<file path="config.mk">
export PLATFORM = sky130hd
export DESIGN_NAME = conv_host_if
export DESIGN_NICKNAME = d
export VERILOG_FILES = /design/src/rtl/conv_host_pkg.sv /design/src/rtl/conv_sync.sv /design/src/rtl/conv_cfg_port.sv /design/src/rtl/conv_timer.sv /design/src/rtl/conv_read_port.sv /design/src/rtl/conv_host_if.sv
export SDC_FILE = /design/constraint.sdc
export NUM_CORES = 1
export LEC_CHECK = 0
export BUFFER_PORTS_ARGS = -buffer_cell sky130_fd_sc_hd__clkbuf_2
export CAP_MARGIN = 10
export CORE_MARGIN = 4
export CORE_UTILIZATION = 35
export DETAILED_ROUTE_END_ITERATION = 12
export GPL_ROUTABILITY_DRIVEN = 0
export GPL_TIMING_DRIVEN = 0
export PLACE_DENSITY_LB_ADDON = 0.05
export SLEW_MARGIN = 20
export SYNTH_ARGS = -nofsm -noshare
export SYNTH_HDL_FRONTEND = slang
export SYNTH_SLANG_ARGS = --single-unit
</file>
<file path="constraint.sdc">
create_clock -name clk -period 1.49 [get_ports clk]
set_clock_uncertainty 0.15 [all_clocks]
set_input_delay 0.2235 -clock clk [delete_from_list [all_inputs] [get_ports clk]]
set_output_delay 0.2235 -clock clk [all_outputs]
set_load 0.01 [all_outputs]
</file>
<file path="src/rtl/conv_host_pkg.sv">
// Shared widths, configuration bit positions and the committed-configuration
// record for the converter host interface.
package conv_host_pkg;
    localparam int DW       = 13;        // data bus lines
    localparam int LOW_W    = 8;         // active lines in narrow mode
    localparam int CHW      = 4;         // channel select width
    localparam int SEQ_W    = DW - CHW;  // result sequence field width

    localparam int CFG_BW      = 12;
    localparam int CFG_START   = 11;
    localparam int CFG_STBY    = 9;
    localparam int CFG_SYNC_IN = 8;

    typedef struct packed {
        logic           bw;       // 1: full-width bus
        logic           start;    // one-shot conversion request
        logic           stby;     // standby request
        logic           sync_in;  // 1: SYNC is a trigger input
        logic [CHW-1:0] ch;       // channel select
    } cfg_t;
endpackage

</file>
<file path="src/rtl/conv_sync.sv">
// Two-flop synchronizer for a vector of independent asynchronous inputs.
// Assumes each bit is a level that stays stable for several clocks.
module conv_sync #(
    parameter int          W       = 1,
    parameter logic [W-1:0] RST_VAL = '0
) (
    input  logic         clk,
    input  logic         rst_n,
    input  logic [W-1:0] async_i,
    output logic [W-1:0] sync_o
);
    logic [W-1:0] meta_q;
    logic [W-1:0] stab_q;

    // Two register stages per bit toward the clock domain
    always_ff @(posedge clk) begin
        if (!rst_n) begin
            meta_q <= RST_VAL;
            stab_q <= RST_VAL;
        end else begin
            meta_q <= async_i;
            stab_q <= meta_q;
        end
    end

    assign sync_o = stab_q;
endmodule

</file>
<file path="src/rtl/conv_cfg_port.sv">
// Write side: captures pad data while CS and WR are both low, and commits it
// on the WR edge chosen by the strap captured during reset. Assumes cs_s and
// wr_s/wr_p are the synchronized and delayed strobe levels.
module conv_cfg_port
    import conv_host_pkg::*;
(
    input  logic clk,
    input  logic rst_n,
    input  logic wmode_i,
    input  logic cs_raw_n,
    input  logic wr_raw_n,
    input  cfg_t wr_fields_i,
    input  logic cs_s,
    input  logic wr_s,
    input  logic wr_p,
    output cfg_t cfg_o,
    output logic start_wr_o,
    output logic wmode_o
);
    logic wmode_q;
    cfg_t hold_q;
    cfg_t cfg_q;
    logic commit;

    // Strap capture: follows the pin only while reset is held
    always_ff @(posedge clk) begin
        if (!rst_n) wmode_q <= wmode_i;
    end

    // Input buffer: tracks the pads only while CS and WR are both low
    always_ff @(posedge clk) begin
        if (!rst_n)                       hold_q <= '0;
        else if (!cs_raw_n && !wr_raw_n)  hold_q <= wr_fields_i;
    end

    // Commit on the selected synchronized WR edge with CS low
    always_comb begin
        if (wmode_q) commit = !cs_s && wr_p && !wr_s;
        else         commit = !cs_s && !wr_p && wr_s;
    end

    // Configuration register; the start request is not retained
    always_ff @(posedge clk) begin
        if (!rst_n) begin
            cfg_q <= '0;
        end else if (commit) begin
            cfg_q       <= hold_q;
            cfg_q.start <= 1'b0;
        end
    end

    assign cfg_o      = cfg_q;
    assign start_wr_o = commit && hold_q.start;
    assign wmode_o    = wmode_q;
endmodule

</file>
<file path="src/rtl/conv_timer.sv">
// Conversion stub: on an accepted start it stays busy for CONV_CYCLES clocks,
// then publishes {channel, completed-count}. Starts during busy are dropped.
// Assumes CONV_CYCLES >= 2.
module conv_timer #(
    parameter int CONV_CYCLES = 44,
    parameter int CHW         = 4,
    parameter int SEQ_W       = 9
) (
    input  logic                 clk,
    input  logic                 rst_n,
    input  logic                 start_i,
    input  logic [CHW-1:0]       ch_i,
    output logic                 busy_o,
    output logic                 rdy_n_o,
    output logic [CHW+SEQ_W-1:0] result_o
);
    localparam int CW = $clog2(CONV_CYCLES);
    localparam logic [CW-1:0] LAST = CW'(CONV_CYCLES - 1);

    logic                 busy_q;
    logic                 rdy_n_q;
    logic [CW-1:0]        cnt_q;
    logic [SEQ_W-1:0]     seq_q;
    logic [CHW+SEQ_W-1:0] res_q;
    logic                 done;

    assign done = busy_q && (cnt_q == LAST);

    // Busy window, cycle counter and ready flag
    always_ff @(posedge clk) begin
        if (!rst_n) begin
            busy_q  <= 1'b0;
            rdy_n_q <= 1'b1;
            cnt_q   <= '0;
        end else if (!busy_q && start_i) begin
            busy_q  <= 1'b1;
            rdy_n_q <= 1'b1;
            cnt_q   <= '0;
        end else if (done) begin
            busy_q  <= 1'b0;
            rdy_n_q <= 1'b0;
        end else if (busy_q) begin
            cnt_q   <= cnt_q + 1'b1;
        end
    end

    // Result publication at completion
    always_ff @(posedge clk) begin
        if (!rst_n) begin
            seq_q <= '0;
            res_q <= '0;
        end else if (done) begin
            seq_q <= seq_q + 1'b1;
            res_q <= {ch_i, seq_q + 1'b1};
        end
    end

    assign busy_o   = busy_q;
    assign rdy_n_o  = rdy_n_q;
    assign result_o = res_q;
endmodule

</file>
<file path="src/rtl/conv_read_port.sv">
// Read side: enables the pad drivers from the raw CS/RD levels and selects
// the full result or one byte of it. The byte pointer advances at the end of
// each narrow read and clears when synchronized CS goes high.
module conv_read_port #(
    parameter int DW    = 13,
    parameter int LOW_W = 8
) (
    input  logic          clk,
    input  logic          rst_n,
    input  logic          cs_raw_n,
    input  logic          rd_raw_n,
    input  logic          cs_s,
    input  logic          rd_s,
    input  logic          rd_p,
    input  logic          bw_i,
    input  logic [DW-1:0] result_i,
    output logic [DW-1:0] data_o,
    output logic [DW-1:0] data_oe
);
    localparam int HI_W = DW - LOW_W;
    localparam logic [DW-1:0] LOW_MASK = {{HI_W{1'b0}}, {LOW_W{1'b1}}};

    logic ptr_q;

    // Byte pointer: high byte after one narrow read, cleared by CS release
    always_ff @(posedge clk) begin
        if (!rst_n || cs_s)                  ptr_q <= 1'b0;
        else if (!bw_i && !rd_p && rd_s)     ptr_q <= !ptr_q;
    end

    // Output data selection
    always_comb begin
        if (bw_i)       data_o = result_i;
        else if (ptr_q) data_o = {{(DW-HI_W){1'b0}}, result_i[DW-1:LOW_W]};
        else            data_o = {{HI_W{1'b0}}, result_i[LOW_W-1:0]};
    end

    // Pad drivers: on only while CS and RD are both low
    always_comb begin
        if (!cs_raw_n && !rd_raw_n) data_oe = bw_i ? {DW{1'b1}} : LOW_MASK;
        else                        data_oe = '0;
    end
endmodule

</file>
<file path="src/rtl/conv_host_if.sv">
// Top of the converter host interface: synchronizes the bus strobes and the
// SYNC input, commits configuration writes, runs the conversion stub and
// serves result reads. Pads are split into input/output/enable vectors.
module conv_host_if
    import conv_host_pkg::*;
#(
    parameter int CONV_CYCLES = 44
) (
    input  logic           clk,
    input  logic           rst_n,
    input  logic           wmode_i,
    input  logic           cs_n,
    input  logic           wr_n,
    input  logic           rd_n,
    input  logic [DW-1:0]  data_i,
    output logic [DW-1:0]  data_o,
    output logic [DW-1:0]  data_oe,
    input  logic           sync_i,
    output logic           sync_o,
    output logic           sync_oe,
    output logic           rdy_n,
    output logic           stdby_n,
    output logic [CHW-1:0] mux_sel
);
    logic cs_s, wr_s, rd_s, sync_s;
    logic wr_p, rd_p, sync_p;
    logic wmode_q;
    logic start_wr, start_req, busy;
    cfg_t cfg, wr_fields;
    logic [DW-1:0] result;

    conv_sync #(.W(4), .RST_VAL(4'b1110)) sync_i0 (
        .clk(clk), .rst_n(rst_n),
        .async_i({cs_n, wr_n, rd_n, sync_i}),
        .sync_o({cs_s, wr_s, rd_s, sync_s})
    );

    // Delayed copies for edge detection
    always_ff @(posedge clk) begin
        if (!rst_n) begin
            wr_p   <= 1'b1;
            rd_p   <= 1'b1;
            sync_p <= 1'b0;
        end else begin
            wr_p   <= wr_s;
            rd_p   <= rd_s;
            sync_p <= sync_s;
        end
    end

    assign wr_fields = '{bw: data_i[CFG_BW], start: data_i[CFG_START],
                         stby: data_i[CFG_STBY], sync_in: data_i[CFG_SYNC_IN],
                         ch: data_i[CHW-1:0]};

    conv_cfg_port cfg_i (
        .clk(clk), .rst_n(rst_n), .wmode_i(wmode_i),
        .cs_raw_n(cs_n), .wr_raw_n(wr_n), .wr_fields_i(wr_fields),
        .cs_s(cs_s), .wr_s(wr_s), .wr_p(wr_p),
        .cfg_o(cfg), .start_wr_o(start_wr), .wmode_o(wmode_q)
    );

    assign start_req = (start_wr || (cfg.sync_in && sync_s && !sync_p)) && !cfg.stby;

    conv_timer #(.CONV_CYCLES(CONV_CYCLES), .CHW(CHW), .SEQ_W(SEQ_W)) tmr_i (
        .clk(clk), .rst_n(rst_n), .start_i(start_req), .ch_i(cfg.ch),
        .busy_o(busy), .rdy_n_o(rdy_n), .result_o(result)
    );

    conv_read_port #(.DW(DW), .LOW_W(LOW_W)) rd_i (
        .clk(clk), .rst_n(rst_n), .cs_raw_n(cs_n), .rd_raw_n(rd_n),
        .cs_s(cs_s), .rd_s(rd_s), .rd_p(rd_p), .bw_i(cfg.bw),
        .result_i(result), .data_o(data_o), .data_oe(data_oe)
    );

    assign sync_o  = busy;
    assign sync_oe = !cfg.sync_in;
    assign stdby_n = !cfg.stby;
    assign mux_sel = cfg.ch;
endmodule

</file>
==> metrics, run 1 <==
CP Class reg2reg; Worst-Skew Late Latency 0.30 ns; max_cap viols 0; first-pass GRT wire length 9349 um; Post-synth ARST share 0; unrepaired setup endpoints after global routing true; DRC 0; R2R Setup Slk -0.29 ns; number of setup violations in the final report 32; GRT overflow 0; pre-CTS WS -0.3262 ns; worst hold endpoint tmr_i.result_o[8]; hold crit path type in2reg; Die Area 7755 um2; Total Wirelength 5604 um; Die Ht 88.06 um; vias in the first global route 1,902; period utilisation layout 1.193; Crit path required time 1.50 ns; antenna cells 0; dominant cell by count in the synthesized netlist dfxtp_1; WP data arrival 1.79 ns; clk sink count 49; vias 2,067; Pwr per Cell Area 737.2 nW/um2; most common library cells after synthesis dfxtp_1, a21oi_1, o21ai_0; Worst-Margin Slew 0.7569 ns; Via density 5.029; reg2reg start cfg_i.wmode_o; Post-synth EDFFs 1; CP Max Fanout 8; minimum clock period 1.777 ns; Synth top area share 0.4283; status finished with violations; clock root cell clkbuf_8; placed insts 374; synthesized flop and latch total 49; largest net degree at the start of global routing 17; Slew Viols, Final 0; Min-Delay Path Depth 3; Slew Limit Headroom 0.4924; H-tree levels 2; worst hold path startpoint rst_n; Initial DRC Count 110; Fill cells 596; peak supply drop 0.0004878 V; CP Launch Type flop; synthesis-to-finish area growth 42.39%; drt pass-1 iters 4; PortBufs 47; dpl hpwl 3774 um; Synth Flop Type dfxtp_1; count of different cell masters after synthesis 45; Fin. Hold Viols 0; FF-to-FF End tmr_i.cnt_q[0]; Final Util 0.5270; Worst Reg-to-Reg Cells 5; Yosys top cell by area dfxtp_1; total power 2.355 mW; fraction of layout cells with a size suffix above 1 0.4196; Initial Utilization 0.3701; die span in x 88.06 um; initial antenna violation count 0; maximum clock frequency 562.7 MHz; Fin Hold WS 0.09848 ns; Seq/Total Area, Yosys 0.4417; routed len/inst 13.64 um; I/O pin count 54; gr usage total 0.1548; setup slack after layout -0.2873 ns; Syn Inst Count 252; Clock Path Buffers 2; Post-Syn Nets 274; antenna-violating nets left 0; Post-Syn Area per Cell 8.902 um2; FP Rows 28; failing checks negative setup slack; fin cells 411; nets@finish 357; CTS tree built; number of buffers created by CTS 5; Clk pin slew, worst setup/hold paths 0.10 ns; static leakage 1.256 nW; Core Area 6061 um2; Post-Syn Area 2243 um2; CP Capture Type flop; warnings from Yosys 0; Synth area leaders dfxtp_1, a21oi_1, o21ai_0
[worst max-delay path by stage]
stage / depth (start not counted) / end / slack [ns] / from
CTS: 4 / data_o[2] / -0.25 / cfg_i.cfg_o[7]
finish: 5 / tmr_i.cnt_q[0] / -0.29 / cfg_i.wmode_o
floorplan: 4 / tmr_i.cnt_q[2] / -0.08 / cfg_i.wmode_o
global route: 5 / tmr_i.cnt_q[5] / -0.33 / cfg_i.wmode_o
global placement: 4 / tmr_i.rdy_n_o / -0.38 / rst_n
detailed placement: 4 / tmr_i.rdy_n_o / -0.33 / rst_n
[critical path, cell delays in order (launching register included)]
cell	delay (ns)
edfxtp_1	0.43
or4b_1	0.56
buf_6	0.15
a21oi_4	0.16
buf_12	0.14
a211oi_2	0.04
[cell usage in the layout, fill, tap and decap left out, drive strengths merged, types with 4 or more instances in the layout]
cell         count
and2             9
dfxtp           48
nand2b          15
buf             45
nor3             7
a21oi           25
nand2           17
o21ai           23
mux2             5
dlygate4sd3     11
inv              7
nand3           14
clkbuf          55
mux2i            4
[kinds of logic after synthesis]
| kind of cell | after synthesis | synth area share |
|---|---|---|
| buf+inv | 35 | 0.08924 |
| flops | 49 | 0.4417 |
| compound gates | 63 | 0.1662 |
| xor+xnor | 3 | 0.01171 |
| simple gates | 91 | 0.2370 |
| mux | 9 | 0.04294 |
| fa+ha+maj | 2 | 0.01115 |
[power by group]
group          switching, mW  internal, mW
clock network          0.467         0.386
registers             0.0118          1.33
logic                 0.0800        0.0816
total                  0.558          1.80
[per-stage QoR]
step	cell area [um2]	setup TNS [ns]
floorplan	2267	-0.5701
detailed placement	2596	-7.116
finish	3194	-5.364
global placement	2596	-7.042
global route	3194	-7.621
CTS	3014	-4.929
[final cells by class]
| cell class | count | area [um2] | share of cell area |
|---|---|---|---|
| timing repair buffer | 77 | 534.3 | 0.1673 |
| tap | 75 | 93.84 | 0.02938 |
| buffer | 28 | 206.4 | 0.06463 |
| inverter | 6 | 22.52 | 0.007051 |
| multi-input combinational | 168 | 1221 | 0.3823 |
| sequential | 49 | 1016 | 0.3181 |
| clock inverter | 2 | 17.52 | 0.005484 |
| clock buffer | 6 | 82.58 | 0.02585 |
[layer usage]
metal	vias up	global-route usage	wire length (um)
met5	-	0	0
met4	0	0.05220	62
met3	6	0.03104	266
met2	42	0.2336	2522
met1	973	0.2206	2753
li1	1046	-	-
[flip-flops by register name, indices dropped and copies added, names as in the netlist]
name            flops
tmr_i.result_o     13
cfg_i.hold_q        8
cfg_i.cfg_o         7
tmr_i.cnt_q         6
sync_i0.meta_q      4
sync_i0.sync_o      4
cfg_i.wmode_o       1
rd_i.ptr_q          1
rd_p                1
sync_p              1
tmr_i.busy_o        1
tmr_i.rdy_n_o       1
wr_p                1
[timing repair]
item / 4_1_cts / 5_1_grt
hold buffers: 10 / 1
gates resized for setup: 41 / 30
setup endpoints to repair: 45 / 45
setup buffers: 11 / 8
cloned: 0 / 0
pin swaps: 8 / 6
endpoints found under the hold margin: 10 / 1
Power figures use the tool's default switching activity.
==> run 2, diff against run 1 <==
--- a/config.mk
+++ b/config.mk
@@ -13,6 +13,7 @@
 export GPL_ROUTABILITY_DRIVEN = 0
 export GPL_TIMING_DRIVEN = 0
 export PLACE_DENSITY_LB_ADDON = 0.05
+export RECOVER_POWER = 100
 export SLEW_MARGIN = 20
 export SYNTH_ARGS = -nofsm -noshare
 export SYNTH_HDL_FRONTEND = slang
==> run 2 against run 1 <==
- via count grew 0.53%
- clock power is essentially flat
- register-to-register slack is essentially flat
- combinational power shrank 3%
- die area is the same
- core utilization shrank 0.33 points
- final cell count is the same
- worst setup slack gained 0.0011 ns
- critical path depth is the same
- maximum frequency is essentially flat
- sequential cell count is the same
- the flow still finishes with violations (negative setup slack)
- global-route usage is the same
==> metrics, run 2 (synthesized netlist as in run 1, its figures left out) <==
critical path's largest stage delay 0.56 ns; setup slack after layout -0.2862 ns; dpl hpwl 3774 um; Core Area 6061 um2; Critical Path, Cell by Cell or4b_1 > buf_6 > a21oi_4 > buf_12 > a211oi_2; Total Wirelength 5577 um; placed insts 374; initial antenna violation count 0; DRC 0; Clock Path Buffers 2; WP data arrival 1.79 ns; CP Capture Type flop; Stages on worst setup path 5; worst hold path startpoint rst_n; static leakage 1.235 nW; hold crit path type in2reg; status finished with violations; Worst Reg-to-Reg Cells 5; CP Launch Type flop; Int Pwr 1.794 mW; Via density 5.056; reg2reg start cfg_i.wmode_o; Flop pwr share 0.571; number of buffers created by CTS 5; number of flip-flops in the largest register 13; Top delay family on crit path simple AND/OR/NAND/NOR gates; fin cells 411; Initial DRC Count 104; synthesis-to-finish area growth 41.49%; H-tree levels 2; CP bufs+invs 2; Clk pin slew, worst setup/hold paths 0.10 ns; Setup TNS -5.317 ns; maximum clock frequency 563.0 MHz; Fin. Hold Viols 0; unrepaired setup endpoints after global routing true; FP Rows 28; antenna-violating nets left 0; largest net degree at the start of global routing 17; total power 2.348 mW; Min-Delay Path Depth 3; CP endpoint tmr_i.cnt_q[0]; R2R Setup Slk -0.29 ns; Pwr per Cell Area 739.7 nW/um2; Initial Utilization 0.3701; P_sw 0.5539 mW; nets@finish 357; Gate power share 0.067; clock root cell clkbuf_8; FF-to-FF End tmr_i.cnt_q[0]; Fin Hold WS 0.1210 ns; drt pass-1 iters 4; die span in x 88.06 um; vias in the first global route 1,902; Slew Viols, Final 0; Worst-Skew Late Latency 0.30 ns; number of setup violations in the final report 32; Crit. Startpoint cfg_i.wmode_o; Clk network pwr share 0.362; CTS tree built; vias 2,078; Worst-Margin Slew 0.7567 ns; fraction of layout cells with a size suffix above 1 0.4018; Die Ht 88.06 um; period utilisation layout 1.192; I/O pin count 54; most frequent cells in the layout clkbuf_2, dfxtp_1, a21oi_1; Crit path required time 1.50 ns; Die Area 7755 um2; max_cap viols 0; sw frac 0.2359; pre-CTS WS -0.3262 ns; CP Class reg2reg; GRT overflow 0; antenna cells 0; PortBufs 47; first-pass GRT wire length 9349 um; commonest non-fill, non-tap cell in the layout clkbuf_2; Slew Limit Headroom 0.4925; failing checks negative setup slack; minimum clock period 1.776 ns; slowest stage cell, crit path or4b_1; clk sink count 49; gr usage total 0.1548; routed len/inst 13.57 um; CP Max Fanout 8; peak supply drop 0.0004876 V
==> run 2: how the worst min path moves through the flow <==
stage | endpoint
after floorplan | cfg_i.wmode_o
after global placement | sync_i0.sync_o[1]
after detailed placement | sync_i0.sync_o[1]
after CTS | sync_i0.meta_q[1]
after global routing | tmr_i.result_o[4]
final | tmr_i.result_o[8]
==> run 2: worst min-delay path: cells and delay by family <==
family,cells,cell delay (ns)
buffers and inverters,1,0.15
muxes,1,0.06
and+or+nand+nor,1,0.10
==> run 2: area by class of cell <==
| class | instances | area [um2] |
|---|---|---|
| Multi-Input combinational cell | 168 | 1216 |
| Tap cell | 75 | 93.84 |
| Sequential cell | 49 | 1016 |
| Inverter | 6 | 22.52 |
| Clock buffer | 6 | 82.58 |
| Clock inverter | 2 | 17.52 |
| Fill cell | 598 | 2887 |
| Timing Repair Buffer | 77 | 519.2 |
| Buffer | 28 | 206.4 |
==> run 2: metal layers <==
metal,GRT usage,part of all wire,vias up
met3,0.03104,0.061,6
met5,0,0,-
li1,-,-,1046
met2,0.2336,0.45,50
met4,0.05220,0.011,0
met1,0.2206,0.48,976
==> run 2: per-stage QoR <==
| step | instance area [um2] | utilization |
|---|---|---|
| 2_1_floorplan | 2267 | - |
| 3_3_place_gp | 2596 | 0.4284 |
| 3_5_place_dp | 2596 | 0.4284 |
| 4_1_cts | 3014 | 0.4973 |
| 5_1_grt | 3174 | 0.5237 |
| 6_report | 3174 | 0.5237 |
==> run 2: repair_timing <==
| action | in CTS | in global routing |
|---|---|---|
| hold buffers | 10 | 1 |
| setup endpoints to repair | 45 | 45 |
| pin swaps | 8 | 6 |
| buffers inserted | 11 | 8 |
| resized for setup | 41 | 30 |
| endpoints found under the hold margin | 10 | 1 |
==> run 2: power groups by stage <==
stage | clock network (mW) | registers (mW) | logic, mW
floorplan | 0 | 1.38 | 0.0798
global placement | 0 | 1.38 | 0.129
detailed placement | 0 | 1.38 | 0.130
CTS | 0.876 | 1.34 | 0.151
global route | 0.943 | 1.34 | 0.177
finish | 0.850 | 1.34 | 0.157
==> run 3, diff against run 2 <==
--- a/config.mk
+++ b/config.mk
@@ -12,7 +12,6 @@
 export DETAILED_ROUTE_END_ITERATION = 12
 export GPL_ROUTABILITY_DRIVEN = 0
 export GPL_TIMING_DRIVEN = 0
-export PLACE_DENSITY_LB_ADDON = 0.05
 export RECOVER_POWER = 100
 export SLEW_MARGIN = 20
 export SYNTH_ARGS = -nofsm -noshare
==> run 3 against run 2 <==
- the flow finishes with violations (negative hold slack, negative setup slack)
- combinational power barely moved
- worst setup slack improved by 0.058 ns
- worst hold slack worse by 0.14 ns
- routed wire length increased by 2.4%
- core utilization increased by 3.2 points
==> metrics, run 3 (synthesized netlist as in run 1, its figures left out) <==
status finished with violations; failing checks negative hold slack, negative setup slack; minimum clock period 1.719 ns; slowest stage cell, crit path dfxtp_4; worst hold path startpoint rd_n; initial antenna violation count 0; vias 2,064; Fin Hold WS -0.01991 ns; reg2reg start cfg_i.wmode_o; Pwr per Cell Area 725.5 nW/um2; DRC 0; Clock Path Buffers 2; clk sink count 49; clock root cell clkbuf_8; vias in the first global route 1,911; Die Area 7755 um2; antenna-violating nets left 0; Die Ht 88.06 um; commonest non-fill, non-tap cell in the layout dfxtp_1; peak supply drop 0.0003398 V; number of buffers created by CTS 5; GRT overflow 0; nets@finish 362; largest net degree at the start of global routing 16; period utilisation layout 1.153; PortBufs 47; Initial Utilization 0.3701; Initial DRC Count 110; Crit. Startpoint cfg_i.cfg_o[7]; maximum clock frequency 581.9 MHz; number of setup violations in the final report 32; gr usage total 0.1480; synthesis-to-finish area growth 50.03%; most frequent cells in the layout dfxtp_1, clkbuf_2, buf_6; pre-CTS WS -0.3639 ns; Critical Path, Cell by Cell nor2b_4 > buf_8 > mux2_4 > buf_6; max_cap viols 0; Slew Viols, Final 0; total power 2.442 mW; Worst-Skew Late Latency 0.30 ns; die span in x 88.06 um; Core Area 6061 um2; Via density 4.962; CP Capture Type primary output; Top delay family on crit path flip-flops; WP data arrival 1.35 ns; Clk pin slew, worst setup/hold paths 0.09 ns; number of flip-flops in the largest register 13; Worst-Margin Slew 0.7897 ns; CTS tree built; antenna cells 0; unrepaired setup endpoints after global routing true; fraction of layout cells with a size suffix above 1 0.4604; FP Rows 28; CP Launch Type flop; Total Wirelength 5712 um; H-tree levels 2; Slew Limit Headroom 0.4704; Fin. Hold Viols 1; I/O pin count 54; CP bufs+invs 2; Setup TNS -4.219 ns; dpl hpwl 3678 um; setup slack after layout -0.2286 ns; drt pass-1 iters 4; hold crit path type in2reg; Crit path required time 1.12 ns; routed len/inst 13.73 um; static leakage 1.319 nW; first-pass GRT wire length 9039 um; CP Class reg2out; CP Max Fanout 6; critical path's largest stage delay 0.37 ns
-- run 3: layer usage --
| layer | track usage | vias to the layer above | share of wire |
|---|---|---|---|
| li1 | - | 1056 | - |
| met1 | 0.1873 | 959 | 0.46 |
| met2 | 0.2527 | 43 | 0.48 |
| met4 | 0.04808 | 0 | 0.014 |
| met3 | 0.02916 | 6 | 0.041 |
| met5 | 0 | - | 0 |
-- run 3: repair_timing --
| item | in CTS | in global routing |
|---|---|---|
| pin swaps | 13 | 25 |
| cloned | 1 | 0 |
| resized for setup | 40 | 83 |
| hold buffers | 9 | 0 |
| setup buffers | 10 | 17 |
| hold endpoints to repair | 9 | 0 |
| setup endpoints to repair | 38 | 46 |
-- run 3: layout make-up --
class | count | area (um2)
fill | 546 | 2695
buffer | 27 | 206.4
timing repair buffer | 83 | 619.3
inverter | 6 | 22.52
clock inverter | 2 | 38.79
clock buffer | 6 | 72.57
tap | 75 | 93.84
sequential | 49 | 1031
multi-input combinational | 168 | 1281
-- run 3: stage by stage --
step | area (um2) | hold slack [ns] | instances | util
2_1_floorplan | 2267 | 0.1724 | 252 | -
3_3_place_gp | 2596 | 0.2379 | 374 | 0.4284
3_5_place_dp | 2596 | 0.2497 | 374 | 0.4284
4_1_cts | 3010 | 0.002568 | 401 | 0.4967
5_1_grt | 3366 | -0.01581 | 416 | 0.5553
6_report | 3366 | -0.01991 | 416 | 0.5553
-- run 3: path summary, 6_finish.rpt --
| check | to | slack, ns | depth (start not counted) |
|---|---|---|---|
| worst min-delay path | sync_i0.meta_q[1] | -0.02 | 2 |
| worst max register to register | tmr_i.cnt_q[3] | -0.22 | 4 |
| worst min register to register | sync_i0.sync_o[1] | 0.27 | 1 |
| worst max-delay path | data_o[4] | -0.23 | 4 |
-- run 3: report_power, final --
part	switching [mW]	internal, mW
registers	0.0120	1.32
logic	0.0800	0.0768
clock network	0.446	0.504
